`src/rtl/dsc_cbit_pkg.sv`:
```
package dsc_cbit_pkg;

   typedef enum logic [2:0] {
      ROLE_NONE  = 3'd0,
      ROLE_ID    = 3'd1,
      ROLE_RSV   = 3'd2,
      ROLE_FEAC  = 3'd3,
      ROLE_PAR   = 3'd4,
      ROLE_FEBE  = 3'd5,
      ROLE_DL    = 3'd6,
      ROLE_UNDEF = 3'd7
   } slot_role_e;

   localparam int unsigned CB_ID      = 1;
   localparam int unsigned CB_RSV     = 2;
   localparam int unsigned CB_FEAC    = 3;
   localparam int unsigned CB_PAR_LO  = 7;
   localparam int unsigned CB_PAR_HI  = 9;
   localparam int unsigned CB_FEBE_LO = 10;
   localparam int unsigned CB_FEBE_HI = 12;
   localparam int unsigned CB_DL_LO   = 13;
   localparam int unsigned CB_DL_HI   = 15;
   localparam int unsigned CB_TOTAL   = 21;

   function automatic slot_role_e role_of(input int unsigned cnum);
      slot_role_e r;
      if (cnum == 0 || cnum > CB_TOTAL)                     r = ROLE_NONE;
      else if (cnum == CB_ID)                               r = ROLE_ID;
      else if (cnum == CB_RSV)                              r = ROLE_RSV;
      else if (cnum == CB_FEAC)                             r = ROLE_FEAC;
      else if (cnum >= CB_PAR_LO && cnum <= CB_PAR_HI)      r = ROLE_PAR;
      else if (cnum >= CB_FEBE_LO && cnum <= CB_FEBE_HI)    r = ROLE_FEBE;
      else if (cnum >= CB_DL_LO && cnum <= CB_DL_HI)        r = ROLE_DL;
      else                                                  r = ROLE_UNDEF;
      return r;
   endfunction

endpackage

```
`src/rtl/dsc_slot_decode.sv`:
```
module dsc_slot_decode
   import dsc_cbit_pkg::*;
#(
   parameter int unsigned SUB_W = 3,
   parameter int unsigned POS_W = 2,
   parameter int unsigned N_SUB = 7,
   parameter int unsigned N_POS = 3
) (
   input  logic             req,
   input  logic [SUB_W-1:0] sub,
   input  logic [POS_W-1:0] pos,
   output slot_role_e       role
);

   localparam int unsigned CN_W = $clog2(N_SUB*N_POS + 1);

   generate
      if (N_SUB >= (1 << SUB_W)) begin : g_bad_sub
         $error("SUB_W too narrow for N_SUB");
      end
      if (N_POS >= (1 << POS_W)) begin : g_bad_pos
         $error("POS_W too narrow for N_POS");
      end
   endgenerate

   logic            sub_ok;
   logic            pos_ok;
   logic [CN_W-1:0] cnum;

   always_comb begin
      sub_ok = (sub >= SUB_W'(1)) && (sub <= SUB_W'(N_SUB));
      pos_ok = (pos >= POS_W'(1)) && (pos <= POS_W'(N_POS));
      cnum   = (CN_W'(sub) - CN_W'(1)) * CN_W'(N_POS) + CN_W'(pos);
      if (req && sub_ok && pos_ok) role = role_of(int'(cnum));
      else                         role = ROLE_NONE;
   end

endmodule

```
`src/rtl/dsc_febe_latch.sv`:
```
module dsc_febe_latch (
   input  logic clk,
   input  logic rst_n,
   input  logic mframe_start,
   input  logic rx_par_err,
   input  logic rx_frm_err,
   output logic febe_bit
);

   logic err_now;
   logic err_cur;
   logic err_prev;

   assign err_now = rx_par_err | rx_frm_err;

   always_ff @(posedge clk or negedge rst_n) begin
      if (!rst_n) begin
         err_cur  <= 1'b0;
         err_prev <= 1'b0;
      end else if (mframe_start) begin
         err_prev <= err_cur | err_now;
         err_cur  <= 1'b0;
      end else begin
         err_cur  <= err_cur | err_now;
      end
   end

   assign febe_bit = ~err_prev;

   AST_FEBE_HOLD: assert property (@(posedge clk) disable iff (!rst_n)
      !$past(mframe_start) |-> $stable(febe_bit));

   AST_FEBE_ERR_EDGE: assert property (@(posedge clk) disable iff (!rst_n)
      (mframe_start && err_now) |=> !febe_bit);

endmodule

```
`src/rtl/dsc_stuff_seq.sv`:
```
module dsc_stuff_seq #(
   parameter int unsigned STUFF_NUM = 7,
   parameter int unsigned STUFF_DEN = 18
) (
   input  logic clk,
   input  logic rst_n,
   input  logic stuff_opp,
   output logic stuff_en
);

   localparam int unsigned SUM_W = $clog2(STUFF_DEN + STUFF_NUM + 1);
   localparam int unsigned WIN_W = $clog2(STUFF_DEN + 1);

   generate
      if (STUFF_DEN == 0 || STUFF_NUM > STUFF_DEN) begin : g_bad_ratio
         $error("stuff ratio must satisfy 0 <= NUM <= DEN, DEN > 0");
      end
   endgenerate

   generate
      if (STUFF_NUM == 0) begin : g_never
         assign stuff_en = 1'b0;
      end else if (STUFF_NUM == STUFF_DEN) begin : g_always
         assign stuff_en = 1'b1;
      end else begin : g_accum
         logic [SUM_W-1:0] acc;
         logic [SUM_W-1:0] sum;
         logic             hit;

         always_comb begin
            sum = acc + SUM_W'(STUFF_NUM);
            hit = (sum >= SUM_W'(STUFF_DEN));
         end

         always_ff @(posedge clk or negedge rst_n) begin
            if (!rst_n)         acc <= '0;
            else if (stuff_opp) acc <= hit ? (sum - SUM_W'(STUFF_DEN)) : sum;
         end

         assign stuff_en = hit;
      end
   endgenerate

   // window tally for the ratio check
   logic [WIN_W-1:0] win_cnt;
   logic [WIN_W-1:0] win_stf;
   logic             win_last;

   assign win_last = (win_cnt == WIN_W'(STUFF_DEN - 1));

   always_ff @(posedge clk or negedge rst_n) begin
      if (!rst_n) begin
         win_cnt <= '0;
         win_stf <= '0;
      end else if (stuff_opp) begin
         if (win_last) begin
            win_cnt <= '0;
            win_stf <= '0;
         end else begin
            win_cnt <= win_cnt + WIN_W'(1);
            win_stf <= win_stf + WIN_W'(stuff_en);
         end
      end
   end

   AST_STUFF_RATIO: assert property (@(posedge clk) disable iff (!rst_n)
      (stuff_opp && win_last) |-> ((win_stf + WIN_W'(stuff_en)) == WIN_W'(STUFF_NUM)));

   AST_STUFF_HOLD: assert property (@(posedge clk) disable iff (!rst_n)
      !$past(stuff_opp) |-> $stable(stuff_en));

endmodule

```
`src/rtl/dsc_cbit_gen.sv`:
```
module dsc_cbit_gen
   import dsc_cbit_pkg::*;
#(
   parameter int unsigned SUB_W     = 3,
   parameter int unsigned POS_W     = 2,
   parameter int unsigned N_SUB     = 7,
   parameter int unsigned N_POS     = 3,
   parameter int unsigned STUFF_NUM = 7,
   parameter int unsigned STUFF_DEN = 18
) (
   input  logic             clk,
   input  logic             rst_n,
   input  logic             slot_req,
   input  logic [SUB_W-1:0] slot_sub,
   input  logic [POS_W-1:0] slot_pos,
   input  logic             mframe_start,
   input  logic             parity_bit,
   input  logic             feac_bit,
   input  logic             rx_par_err,
   input  logic             rx_frm_err,
   input  logic             dl_data,
   input  logic             dl_valid,
   output logic             dl_ready,
   input  logic             stuff_opp,
   output logic             stuff_en,
   output logic             cbit_out
);

   generate
      if (N_SUB * N_POS != CB_TOTAL) begin : g_bad_frame
         $error("slot grid must cover 21 C-bits");
      end
   endgenerate

   slot_role_e role;
   logic       febe_bit;

   dsc_slot_decode #(
      .SUB_W(SUB_W), .POS_W(POS_W), .N_SUB(N_SUB), .N_POS(N_POS)
   ) u_decode (
      .req  (slot_req),
      .sub  (slot_sub),
      .pos  (slot_pos),
      .role (role)
   );

   dsc_febe_latch u_febe (
      .clk          (clk),
      .rst_n        (rst_n),
      .mframe_start (mframe_start),
      .rx_par_err   (rx_par_err),
      .rx_frm_err   (rx_frm_err),
      .febe_bit     (febe_bit)
   );

   dsc_stuff_seq #(
      .STUFF_NUM(STUFF_NUM), .STUFF_DEN(STUFF_DEN)
   ) u_stuff (
      .clk       (clk),
      .rst_n     (rst_n),
      .stuff_opp (stuff_opp),
      .stuff_en  (stuff_en)
   );

   always_comb begin
      dl_ready = 1'b0;
      unique case (role)
         ROLE_FEAC: cbit_out = feac_bit;
         ROLE_PAR:  cbit_out = parity_bit;
         ROLE_FEBE: cbit_out = febe_bit;
         ROLE_DL: begin
            dl_ready = 1'b1;
            cbit_out = dl_valid ? dl_data : 1'b1;
         end
         default:   cbit_out = 1'b1;
      endcase
   end

   // checks written against the raw slot address, not the decoder
   logic pos_in;
   assign pos_in = (slot_pos >= POS_W'(1)) && (slot_pos <= POS_W'(N_POS));

   AST_FEAC_SLOT: assert property (@(posedge clk) disable iff (!rst_n)
      (slot_req && slot_sub == SUB_W'(1) && slot_pos == POS_W'(3)) |-> (cbit_out == feac_bit));

   AST_PAR_SLOT: assert property (@(posedge clk) disable iff (!rst_n)
      (slot_req && slot_sub == SUB_W'(3) && pos_in) |-> (cbit_out == parity_bit));

   AST_DL_READY_SLOT: assert property (@(posedge clk) disable iff (!rst_n)
      dl_ready |-> (slot_req && slot_sub == SUB_W'(5) && pos_in));

   AST_DL_FILL: assert property (@(posedge clk) disable iff (!rst_n)
      (dl_ready && !dl_valid) |-> cbit_out);

   AST_IDLE_ONE: assert property (@(posedge clk) disable iff (!rst_n)
      !slot_req |-> (cbit_out && !dl_ready));

   AST_OOR_ONE: assert property (@(posedge clk) disable iff (!rst_n)
      (slot_req && (slot_sub == '0 || slot_sub > SUB_W'(N_SUB) || !pos_in)) |-> (cbit_out && !dl_ready));

   AST_UNDEF_ONE: assert property (@(posedge clk) disable iff (!rst_n)
      (slot_req && pos_in && (slot_sub == SUB_W'(2) || slot_sub == SUB_W'(6) || slot_sub == SUB_W'(7))) |-> cbit_out);

endmodule

```
`config.mk`:
```
export PLATFORM = sky130hd
export DESIGN_NAME = dsc_cbit_gen
export DESIGN_NICKNAME = d
export VERILOG_FILES = /design/src/rtl/dsc_cbit_pkg.sv /design/src/rtl/dsc_slot_decode.sv /design/src/rtl/dsc_febe_latch.sv /design/src/rtl/dsc_stuff_seq.sv /design/src/rtl/dsc_cbit_gen.sv
export SDC_FILE = /design/constraint.sdc
export NUM_CORES = 1
export LEC_CHECK = 0
export ABC_AREA = 0
export CAP_MARGIN = 20
export CORE_MARGIN = 3
export CORE_UTILIZATION = 41
export DETAILED_ROUTE_END_ITERATION = 10
export GPL_TIMING_DRIVEN = 0
export HOLD_SLACK_MARGIN = 0.15
export PLACE_DENSITY = 0.66
export SLEW_MARGIN = 20
export SYNTH_ARGS = -nofsm -noshare
export SYNTH_HDL_FRONTEND = slang
export SYNTH_HIERARCHICAL = 1
export SYNTH_SLANG_ARGS = --single-unit
```
`constraint.sdc`:
```
create_clock -name clk -period 5.6 [get_ports clk]
set_input_delay 0.84 -clock clk [delete_from_list [all_inputs] [get_ports clk]]
set_output_delay 0.84 -clock clk [all_outputs]
set_load 0.005 [all_outputs]
```
==> run summary, run 1 <==
Cts hold-fix bufs: 0
CP Class: in2out
Peak supply drop: 0.2996 mV
Die Height: 55.04 um
Initial DRT Pass Iterations: 6
Seq. cell area: 175.2 sq um
Leak: 0.5254 nW
Initial antenna violation count: 0
Remaining global-route overflow: 0
Hold_sp: u_febe/err_cur
Reg2reg path depth: 8
Crit-path max FO: 5
Yosys Warn Count: 6
Slew Viols, Final: 0
Ports: 19
Power Density: 411.2 nW/um^2
Top area cells in the synthesized netlist: dfrtp_1, ha_1, inv_1
Reg2reg start: u_stuff/g_accum.acc[0]
Initial core utilization: 43.73%
Sequential-to-total area share from yosys stat: 17.77%
End of the worst hold path: u_febe/err_cur
Max-Cap Viols: 0
Largest area contributor in the netlist: dfrtp_1
Worst skew pair latency: 0.26 ns
Via count: 880
Critical Path AT: 4.52 ns
Hold path depth: 2
Design area: 1225 sq um
Top FF cell, synth: dfrtp_1
# port buffers: 18
Number of hold violations in the final report: 0
Final-report setup violation count: 0
Row count: 17
H-tree depth: 1
WL final: 1937 um
CTS Buf Count: 3
Final ANT Viol Nets: 0
Core ar.: 2255 sq um
Cells after Synth: 113
Initial DRC count: 9
Die width: 55.04 um
Crit end category: output port
CTS sink cnt: 7
Fmax achieved: 186.7 MHz
Period minus WS final: 5.357 ns
Syn avg cell area: 8.725 sq um
Post-synthesis cell type count: 49
Synthesized net count: 143
Largest net degree at the start of global routing: 10
Power consumption: 0.5036 mW
DR WL/cell: 11.96 um
Worst-path cell chain: clkdlybuf4s50_1 -> inv_1 -> ha_1 -> inv_1 -> ha_1 -> fa_1 -> xor2_1 -> a21oi_2 -> or3b_1 -> a21oi_2 -> or3b_1 -> a21oi_1 -> a31oi_1 -> clkdlybuf4s50_1
Area of the multi-input gates: 754.5 sq um
Vias per inst: 5.432
Worst min path class: reg2reg
Most common cell in the netlist: inv_1
Routability Congestion: 0.7819
EDFF count, synth: 0
Die ar.: 3029 sq um
Vias in the first global route: 807
CTS tree: done
Area Growth Syn to Fin: 24.24%
Crit path launch type: primary input
Worst path required time: 4.76 ns
Post-CTS setup buffers: 0
Max clock buf depth: 2
Synthesized area: 985.9 sq um
Layout cell share with drive strength beyond 1: 17.16%
Fin Clk Skew: 0.01027 ns
Filler cell count in the final layout: 226
Nets: 165
Slowest stage delay, CP: 0.50 ns
Synth cell count leaders: inv_1, ha_1, nand2_1, a21oi_1, dfrtp_1
First-pass GRT wire length: 3201 um
Share of the synthesized area in the top cell type: 17.77%
Post-synth ARST share: 100.0%
Root buffer cell: clkbuf_4
Placed cell areas: 1201 sq um
R2R Path End: u_stuff/g_accum.acc[2]
Post-DP HPWL: 1621 um
Worst path slowest cell: clkdlybuf4s50_1
Rel. slew slack: 72.17%
Status: complete, no violations
GR Util All Layers: 14.60%
Worst Tran Pin Value: 0.4069 ns
Reg2Reg Setup Slack: 3.51 ns
Clk pin slew, worst setup/hold paths: 0.06 ns
Tcrit/Tclk final: 95.66%
RSZ-0062 raised after global routing: false
# DRC: 0
Synthesis-stage register bit count: 7
# diodes: 0
kinds of logic (layout without fill, tap and decap cells):
logic type / count (synthesis) / count (layout) / synth area share (%)
simple gates: 37 / 37 / 23.61
compound gates: 31 / 31 / 25.00
buf+inv: 16 / 37 / 6.852
fa+ha+maj: 14 / 14 / 18.53
flops: 7 / 7 / 17.77
xor+xnor: 6 / 6 / 6.093
mux: 2 / 2 / 2.157
per-stage QoR:
stage               hold WS, ns  utilization, %  cells  worst slack, ns  setup TNS [ns]
floorplan                0.4611               -    113            1.123               0
global placement         0.4895           53.27    159          -0.1831         -0.1831
detailed placement       0.5212           53.27    159          -0.2333         -0.2333
CTS                      0.5335           54.66    162           0.1159               0
global route             0.5502           54.33    162         0.006157               0
finish                   0.5257           54.33    162           0.2428               0
cell type report:
class	count	share of cell area [%]
Timing Repair Buffer	18	13.89
Clock buffer	4	2.145
Multi-Input combinational cell	90	61.59
Inverter	14	4.290
Tap cell	28	2.860
Buffer	1	0.9193
Sequential cell	7	14.30
worst max path at each step:
stage | start | endpoint | slack [ns]
finish | slot_sub[2] | cbit_out | 0.24
global route | slot_sub[2] | cbit_out | 0.006
CTS | slot_sub[0] | cbit_out | 0.12
detailed placement | slot_sub[0] | cbit_out | -0.23
global placement | slot_sub[0] | cbit_out | -0.18
floorplan | slot_sub[0] | cbit_out | 1.12
worst max-delay path, delay by kind of cell:
kind	cells	cell delay (ns)
adders and majority gates	3	1.09
AOI/OAI and AO/OA	4	0.55
xor gates and xnor gates	1	0.21
buffers and inverters	4	1.05
and+or+nand+nor	2	0.77
report_power, final:
| group | internal [mW] | switching, mW | total [mW] | leakage, nW |
|---|---|---|---|---|
| clock network | 0.0272 | 0.0188 | 0.0460 | 0.0150 |
| registers | 0.0689 | 0.0259 | 0.0948 | 0.0829 |
| logic | 0.182 | 0.181 | 0.363 | 0.428 |
| total | 0.278 | 0.225 | 0.504 | 0.525 |
layout by cell type, fill, tap and decap left out, types with 2 or more instances in the layout:
cell type / n
clkdlybuf4s50_1: 16
o22ai_1: 4
ha_1: 13
nor3_1: 4
nand3_1: 2
nor2b_1: 2
nand2_1: 9
nor2_1: 3
xnor2_1: 3
xor2_1: 2
a21oi_1: 5
dfrtp_1: 7
a22o_1: 2
a21oi_2: 3
clkbuf_4: 3
or3b_1: 3
inv_1: 14
clkbuf_2: 2
o21ai_0: 3
flip-flops by register name (all words and copies together), names as in the netlist:
register,cells
u_febe/err_cur,1
u_febe/err_prev,1
u_stuff/g_accum.acc,5
timing repair:
action,CTS,global route
resized for setup,5,4
endpoints found under the setup margin,1,1
pin swaps,1,1
routing by layer:
| metal | share of wire (%) | track usage (%) |
|---|---|---|
| met3 | 1.6 | 4.021 |
| met5 | 0 | 0 |
| met1 | 45 | 15.67 |
| met2 | 53 | 27.17 |
| met4 | 0.46 | 4.858 |
(Power assumes the default switching activity.)
==> inputs of run 2 (changes only) <==
--- a/config.mk
+++ b/config.mk
@@ -9,10 +9,12 @@
 export CAP_MARGIN = 20
 export CORE_MARGIN = 3
 export CORE_UTILIZATION = 41
+export CTS_CLUSTER_SIZE = 25
 export DETAILED_ROUTE_END_ITERATION = 10
 export GPL_TIMING_DRIVEN = 0
 export HOLD_SLACK_MARGIN = 0.15
 export PLACE_DENSITY = 0.66
+export SETUP_SLACK_MARGIN = 0.2
 export SLEW_MARGIN = 20
 export SYNTH_ARGS = -nofsm -noshare
 export SYNTH_HDL_FRONTEND = slang
==> constraint.sdc (replaced) <==
create_clock -name clk -period 5.6 [get_ports clk]
set_input_delay 0.84 -clock clk [delete_from_list [all_inputs] [get_ports clk]]
set_output_delay 0.84 -clock clk [all_outputs]
set_load 0.05 [all_outputs]
==> run summary, run 2 (same netlist as run 1, synthesis figures left out) <==
# diodes: 0
Largest register FFs: 5
Core ar.: 2255 sq um
Status: complete, no violations
Number of hold violations in the final report: 0
Logic pwr share: 73.5%
Ports: 19
# port buffers: 18
Filler cell count in the final layout: 226
Worst min path class: reg2reg
Initial DRC count: 12
Die ar.: 3029 sq um
Tcrit/Tclk final: 91.29%
Area Growth Syn to Fin: 24.62%
Root buffer cell: clkbuf_4
Rel. slew slack: 67.14%
Pre-CTS WS: -0.4901 ns
Period minus WS final: 5.113 ns
Fin Clk Skew: 0.01027 ns
Setup TNS: 0 ns
CP Class: in2out
Vias per inst: 5.405
Sequential Power Share: 17.8%
Remaining global-route overflow: 0
Final-report setup violation count: 0
Crit-path max FO: 5
Peak supply drop: 0.4032 mV
Switch Pwr: 0.2544 mW
Reg with most FFs: u_stuff/g_accum.acc
Power consumption: 0.5315 mW
Internal Dissipation: 0.2771 mW
H-tree depth: 1
Via count: 881
Largest net degree at the start of global routing: 10
Placed Cells: 159
CTS tree: done
Fmax achieved: 195.6 MHz
Area of the multi-input gates: 754.5 sq um
Die width: 55.04 um
Initial core utilization: 43.73%
Max clock buf depth: 2
Slew Viols, Final: 0
Finished Layout Cells: 163
Routability Congestion: 0.7819
Max-Cap Viols: 0
Seq. cell area: 175.2 sq um
Layout cell share with drive strength beyond 1: 17.78%
Die Height: 55.04 um
Leak: 0.5330 nW
CTS Buf Count: 3
Critical Path AT: 4.27 ns
RSZ-0062 raised after global routing: false
Crit path launch type: primary input
Power Density: 432.6 nW/um^2
Post-DP HPWL: 1621 um
Nets: 166
WL final: 1927 um
Biggest regs: u_stuff/g_accum.acc: 5 flops, u_febe/err_cur: 1 flops, u_febe/err_prev: 1 flops
Vias in the first global route: 806
Initial antenna violation count: 0
Post-layout util: 54.50%
Row count: 17
Final worst setup slack: 0.4875 ns
# DRC: 0
Initial DRT Pass Iterations: 4
Commonest cells after routing, fill and taps aside: inv_1, clkdlybuf4s50_1, ha_1
Post-CTS setup buffers: 0
Final ANT Viol Nets: 0
Clk pin slew, worst setup/hold paths: 0.06 ns
DR WL/cell: 11.82 um
Design area: 1229 sq um
CTS sink cnt: 7
Min Hold Slack: 0.5257 ns
Sw frac: 47.87%
Worst Tran Pin Value: 0.4913 ns
Worst path required time: 4.76 ns
First-pass GRT wire length: 3187 um
Placed cell areas: 1201 sq um
Crit end category: output port
GR Util All Layers: 14.54%
Worst skew pair latency: 0.26 ns
Clock power frac: 8.6%
run 2: power groups by stage:
stage | Sequential [mW] | Combinational [mW] | Clock, mW
global placement | 0.0944 | 0.380 | 0
global route | 0.0974 | 0.435 | 0.0514
detailed placement | 0.0950 | 0.386 | 0
CTS | 0.0943 | 0.392 | 0.0482
floorplan | 0.0894 | 0.313 | 0
finish | 0.0948 | 0.391 | 0.0460
run 2: layout make-up:
class / count / area share [%]
Inverter: 14 / 4.277
Sequential cell: 7 / 14.26
Timing Repair Buffer: 18 / 13.75
Clock buffer: 4 / 2.138
Buffer: 2 / 1.324
Multi-Input combinational cell: 90 / 61.41
Tap cell: 28 / 2.851
run 2: worst paths after layout:
kind	startpoint	endpoint	slack, ns	cells past startpoint
max reg2reg	u_stuff/g_accum.acc[0]	u_stuff/g_accum.acc[2]	3.51	8
min	u_febe/err_cur	u_febe/err_cur	0.53	2
max in group asynchronous	rst_n	u_stuff/g_accum.acc[1]	4.53	1
min in group asynchronous	rst_n	u_febe/err_prev	0.83	1
min reg2reg	u_febe/err_cur	u_febe/err_cur	0.53	2
max	slot_sub[2]	cbit_out	0.49	14
run 2: metal layers:
metal  track usage [%]  routed length (um)  vias to the layer above
li1                  -                   -                      458
met1             15.51                 865                      410
met2             27.17                1021                       11
met3             4.021                  31                        2
met4             4.858                   9                        0
met5                 0                   0                        -
run 2: critical path: stages:
cell and delay [ns]:
clkdlybuf4s50_1 0.50, inv_1 0.05, ha_1 0.27, inv_1 0.05, ha_1 0.34, fa_1 0.48
xor2_1 0.21, a21oi_2 0.15, or3b_1 0.41, a21oi_2 0.21, or3b_1 0.36, a21oi_1 0.14
a31oi_1 0.05, buf_2 0.22
run 2: timing repair:
item	4_1_cts	5_1_grt
endpoints found under the hold margin	0	0
pin swaps	1	1
endpoints found under the setup margin	2	1
hold buffers	0	0
resized for setup	13	3
